===== config.mk =====
export PLATFORM = sky130hd
export DESIGN_NAME = times14_mul
export DESIGN_NICKNAME = d
export VERILOG_FILES = /design/src/rtl/times14_pkg.sv /design/src/rtl/t14_fa_cell.sv /design/src/rtl/t14_csa_row.sv /design/src/rtl/t14_cpa.sv /design/src/rtl/times14_mul.sv
export SDC_FILE = /design/constraint.sdc
export NUM_CORES = 1
export LEC_CHECK = 0
export BUFFER_PORTS_ARGS = -buffer_cell sky130_fd_sc_hd__buf_2
export CORE_ASPECT_RATIO = 1.75
export CORE_MARGIN = 2
export CORE_UTILIZATION = 57
export DETAILED_ROUTE_END_ITERATION = 8
export GPL_ROUTABILITY_DRIVEN = 0
export PLACE_DENSITY = 0.88
export SYNTH_ARGS = -nofsm -noshare
export SYNTH_HDL_FRONTEND = slang
export SYNTH_HIERARCHICAL = 1
export SYNTH_SLANG_ARGS = --single-unit

===== constraint.sdc =====
create_clock -name vclk -period 3.95
set_input_delay 0.79 -clock vclk [all_inputs]
set_output_delay 0.79 -clock vclk [all_outputs]
set_load 0.005 [all_outputs]

===== src/rtl/times14_pkg.sv =====
// Package: shared widths for the times-fourteen datapath.
// Assumes the constant 14 needs four extra output bits (14 < 2^4).
package times14_pkg;
    localparam int unsigned T14_IN_W  = 16;
    localparam int unsigned T14_GROW  = 4;
    localparam int unsigned T14_CONST = 14;
endpackage


===== src/rtl/t14_fa_cell.sv =====
// Module: single-bit full adder.
// Assumes nothing beyond three one-bit inputs; purely combinational.
module t14_fa_cell (
    input  logic a_i,
    input  logic b_i,
    input  logic c_i,
    output logic s_o,
    output logic co_o
);
    // Sum is the parity of the inputs, carry-out is their majority.
    always_comb begin
        s_o  = a_i ^ b_i ^ c_i;
        co_o = (a_i & b_i) | (a_i & c_i) | (b_i & c_i);
    end
endmodule


===== src/rtl/t14_csa_row.sv =====
// Module: 3:2 carry-save compressor built from one full adder per column.
// Assumes all three inputs are already aligned and extended to W bits.
// The carry vector is returned unshifted; the user shifts it left by one.
module t14_csa_row #(
    parameter int unsigned W = 20
) (
    input  logic [W-1:0] x_i,
    input  logic [W-1:0] y_i,
    input  logic [W-1:0] z_i,
    output logic [W-1:0] sum_o,
    output logic [W-1:0] carry_o
);
    // One full adder per bit column.
    for (genvar g = 0; g < W; g++) begin : g_col
        t14_fa_cell u_fa (
            .a_i  (x_i[g]),
            .b_i  (y_i[g]),
            .c_i  (z_i[g]),
            .s_o  (sum_o[g]),
            .co_o (carry_o[g])
        );
    end

    // Checker: compression preserves the total modulo 2^W.
    logic [W-1:0] chk_lhs, chk_rhs;
    always_comb begin
        chk_lhs = sum_o + (carry_o << 1);
        chk_rhs = x_i + y_i + z_i;
        a_r3_csa_conserves: assert (chk_lhs == chk_rhs)
            else $error("R3: carry-save row lost value");
    end
endmodule


===== src/rtl/t14_cpa.sv =====
// Module: W-bit carry-propagate adder or subtractor.
// Assumes two's-complement operands and wraps modulo 2^W.
// SUB=1 forms a - b as a + ~b + 1.
module t14_cpa #(
    parameter int unsigned W   = 20,
    parameter bit          SUB = 1'b0
) (
    input  logic [W-1:0] a_i,
    input  logic [W-1:0] b_i,
    output logic [W-1:0] y_o
);
    localparam logic [W-1:0] CIN = W'(SUB);

    logic [W-1:0] b_eff;

    // Invert the second operand and inject a carry-in when subtracting.
    always_comb begin
        b_eff = SUB ? ~b_i : b_i;
        y_o   = a_i + b_eff + CIN;
    end
endmodule


===== src/rtl/times14_mul.sv =====
// Module: signed operand times 14, built from shifts and adders.
// VARIANT 0: 8A + 4A + 2A through a carry-save row and one adder.
// VARIANT 1: 16A - 2A through one subtractor.
// Assumes a two's-complement operand; the output grows by four bits,
// so it never overflows. Purely combinational.
module times14_mul
    import times14_pkg::*;
#(
    parameter int unsigned IN_W    = T14_IN_W,
    parameter int unsigned VARIANT = 0
) (
    input  logic [IN_W-1:0]          operand_i,
    output logic [IN_W+T14_GROW-1:0] product_o
);
    localparam int unsigned OUT_W = IN_W + T14_GROW;
    localparam int unsigned MSB   = IN_W - 1;

    logic [OUT_W-1:0] op_ext;

    // Sign-extend the operand to the product width.
    always_comb op_ext = {{T14_GROW{operand_i[MSB]}}, operand_i};

    if (VARIANT == 0) begin : g_csa
        logic [OUT_W-1:0] t8, t4, t2, csa_sum, csa_carry;

        // Form the three shifted terms.
        always_comb begin
            t8 = op_ext << 3;
            t4 = op_ext << 2;
            t2 = op_ext << 1;
        end

        t14_csa_row #(.W(OUT_W)) u_csa (
            .x_i     (t8),
            .y_i     (t4),
            .z_i     (t2),
            .sum_o   (csa_sum),
            .carry_o (csa_carry)
        );

        t14_cpa #(.W(OUT_W), .SUB(1'b0)) u_cpa (
            .a_i (csa_sum),
            .b_i (csa_carry << 1),
            .y_o (product_o)
        );
    end else begin : g_sub
        logic [OUT_W-1:0] minuend, subtrahend;

        // 16A fills the width exactly; 2A gets three sign bits on top.
        always_comb begin
            minuend    = {operand_i, 4'b0000};
            subtrahend = {{3{operand_i[MSB]}}, operand_i, 1'b0};
        end

        t14_cpa #(.W(OUT_W), .SUB(1'b1)) u_cpa (
            .a_i (minuend),
            .b_i (subtrahend),
            .y_o (product_o)
        );
    end

    // Checkers on the output port, against an arithmetic product.
    logic [OUT_W-1:0] chk_prod;
    always_comb begin
        chk_prod = op_ext * OUT_W'(T14_CONST);

        a_r1_product_exact: assert (product_o == chk_prod)
            else $error("R1: product mismatch");

        a_r4_lsb_zero: assert (product_o[0] == 1'b0)
            else $error("R4: odd product");

        if (operand_i != '0) begin
            a_r5_sign_follows: assert (product_o[OUT_W-1] == operand_i[MSB])
                else $error("R5: sign mismatch");
        end else begin
            a_r8_zero_in_zero_out: assert (product_o == '0)
                else $error("R8: nonzero product for zero");
        end
    end
endmodule


Yosys cells after proc, flatten, opt, wreduce, memory -nomap -nowiden
Index checks and enable logic that the tools add are counted.

storage, ports and cells
  bits in registers = 0
  input bits = 16
  output and inout port bits = 20
  logic and storage cells = 89

cells by class
  add/subtract/negate cells = 1
  bitwise gates (word level) = 88

operators with widths
  kind               number
  bitwise XOR 1 bit  30
  bitwise AND 1 bit  29
  OR 1 bit           29
  adder 20 bit       1

Depth between registers and ports, before layout
  word-level depth = 4
  depth in mapped cells = 8
  mapped depth without buffers = 8

By module
Netlist, hierarchy kept.

modules (own cells, without submodules)
  module       instances  cells an instance  area each (um^2)  sequential area each (um^2)
  t14_cpa      1          132                1001.0            0.0
  t14_fa_cell  20         1                  20.0              0.0
  times14_mul  1          1                  3.8               0.0

Worst setup path after synthesis
Ideal clock, no wire load.

  kind = input -> output
  start point = input operand_i[3]
  end point = output product_o[17]
  arrival time = 2.741 ns
  data required time = 3.160 ns
  setup slack = 0.419 ns
  stages = 7
  path buffers = 0
  cells stage by stage = fa_1 -> ha_1 -> a2111oi_4 -> o21ai_2 -> a31oi_4 -> a21oi_1 -> o311a_1

between the ends
  word-level cells in the longest chain between the ends = 4
  elaborated cells between the ends (all ways) = 16
  those cells by class = 1 x add/sub; 15 x bitwise

ends and longest elaborated chain
  item                   line               RTL
  from (decl)            times14_mul.sv:12  input logic [IN_W-1:0] operand_i,
  bitwise AND 1 bit      t14_fa_cell.sv:13  co_o = (a_i & b_i) | (a_i & c_i) | (b_i & c_i);
  OR 1 bit (2 in a row)  t14_fa_cell.sv:13
  adder 20 bit (*)       n/a
  to (decl)              times14_mul.sv:13  output logic [IN_W+T14_GROW-1:0] product_o

Mark *: on every way between the ends. The rest lies on a longest branch, timed or not.

Worst setup path in the final report
  start point = input operand_i[7]
  end point = output product_o[17]

between the ends
  elaborated cells between the ends (all ways) = 16
  those cells by class = 1 x add/sub; 15 x bitwise

RTL lines
  item                            line               RTL
  bitwise XOR 1 bit (2 in a row)  t14_fa_cell.sv:12  s_o = a_i ^ b_i ^ c_i;
  net g_csa.csa_sum[10]           times14_mul.sv:24  logic [OUT_W-1:0] t8, t4, t2, csa_sum, csa_carry;
  adder 20 bit                    n/a

The timed path passes the listed nets, and every way through them passes these cells.

==> metrics.yaml <==
slowest_delay_ns: 0.55
multi_input_area_um2: 1460
min_path_type: "in2out"
critPathLaunchType: "input pin"
die_h_um: 69.7
vias: 1338
clock_buffers: 0
cp_num_buf_inv: 2
final_common_cell: "buf_2"
fin_tns_setup_ns: 0
maxSlewViolCount: 0
fillers: 179
crit_family: "compound AO/OA/AOI/OAI gates"
power_mw: 0.584
dr.pass1.iters: 4
rows: 23
yosysSeqAreaShare: 0
seq_area_um2: 0
critPathKind: "in2out"
hold-worst-slack_ns: 2.21
cp_max_fo: 7
synth.distinct_cells: 39
grt_setup_unrepaired: "no"
end_kind: "output pin"
grt_max_degree: 10
die_x_um: 41.5
drive_gt1_frac: 0.267
n_antenna_cell: 0
first_global_vias: 1400
synth_area_um2: 1410
seq_cell_count: 0
timing_hold_violations_final: 0
dieArea_um2: 2890
synth_warnings: 6
synth_area_leaders: "fa_1, ha_1, a21oi_1, xnor2_1, a21o_1"
drt-total-wl_um: 3200
synth_top_area_frac: 0.299
cp_data_arrival_time_ns: 3.05
min_period_ns: 3.84
drc: 0
status: "complete, no violations"
grt.overflow.total: 0
cap_violations: 0
vdd_drop_max_v: 0.000220
hpwl_um: 2800
crit_chain: "buf_2 -> fa_1 -> ha_2 -> a21oi_1 -> o221ai_1 -> a31oi_4 -> a21oi_1 -> o311a_1 -> buf_2"
p_leak_nw: 0.781
final_nets: 253
cp_data_required_time_ns: 3.16
critPathSlowestCell: "fa_1"
vias_per_cell: 6.08
antenna_found_initial: 0
yosys.area.top_type: "fa_1"
avgSynthCellArea_um2: 9.18
most-common-layout-cells: "buf_2, fa_1, a21oi_1"
area_growth_pct: 20.9
drtAntennaViolNets: 0
io_pins: 36
grt_pass1_wl_um: 5910
start_util: 0.610
setup_viol: 0
drt_iter0_drc: 32
layout_worst_path_cycle_share: 0.971
core_um2: 2300
grt_use_total: 0.243
port_buffers: 35
synthCells: 153
avgRoutedWirePerCell_um: 14.5
fmaxAchievable_mhz: 261
powerDensity_nw_per_um2: 344
final_core_util: 0.738
## cell families after synthesis
kind of cell	count (synthesis)	share of synthesized area
fa+ha+maj	40	0.468
buf+inv	5	0.0142
simple gates	36	0.134
xor+xnor	15	0.0935
other cells	1	0.00267
compound gates	56	0.288
## where the power goes
group	total [mW]	internal (mW)	leakage, nW	switching (mW)
sequential	0	0	0	0
clock	0	0	0	0
combinational	0.584	0.275	0.781	0.309
total	0.584	0.275	0.781	0.309
## per-layer routing
metal,part of all wire,global-route usage
met5,0,0
met4,0.013,0.0394
met3,0.024,0.00781
met2,0.59,0.484
met1,0.38,0.276
## layout make-up
class,count,area share
multi-input cells,154,0.856
repair buffers,39,0.121
well taps,25,0.0184
inverters,2,0.00442
## synth_stat cells, types with 3 or more instances
| cell | n |
|---|---|
| nor2_1 | 3 |
| xnor2_1 | 9 |
| nand4_1 | 4 |
| fa_1 | 21 |
| and3_1 | 4 |
| o21ai_0 | 6 |
| ha_1 | 19 |
| a211oi_1 | 3 |
| a21o_1 | 7 |
| nand2_1 | 12 |
| a21oi_1 | 19 |
| o21ai_1 | 3 |
| o21bai_1 | 3 |
| nand3_1 | 6 |
| xor2_1 | 6 |
## tightest hold or removal path: stages
cell and delay (ns):
buf_2 0.13, fa_1 0.23, fa_1 0.17, buf_2 0.10
## final timing paths
check	cells past startpoint	slack (ns)	to	start
worst max-delay path	9	0.11	product_o[17]	operand_i[7]
worst min-delay path	4	2.21	product_o[1]	operand_i[0]
## through the flow
step	cell area (um2)	setup slack [ns]	instances
after floorplan	1430	0.419	159
after global placement	1650	0.111	220
after detailed placement	1650	0.0768	220
after CTS	1650	0.0635	220
after global routing	1700	0.00745	220
final	1700	0.113	220
## what timing repair did
item | CTS | global route
endpoints found under the hold margin | 0 | 0
endpoints found under the setup margin | 0 | 5
gates resized for setup | 0 | 9
setup buffers | 0 | 0
hold buffers | 0 | 0
Power figures use the tool's default switching activity.
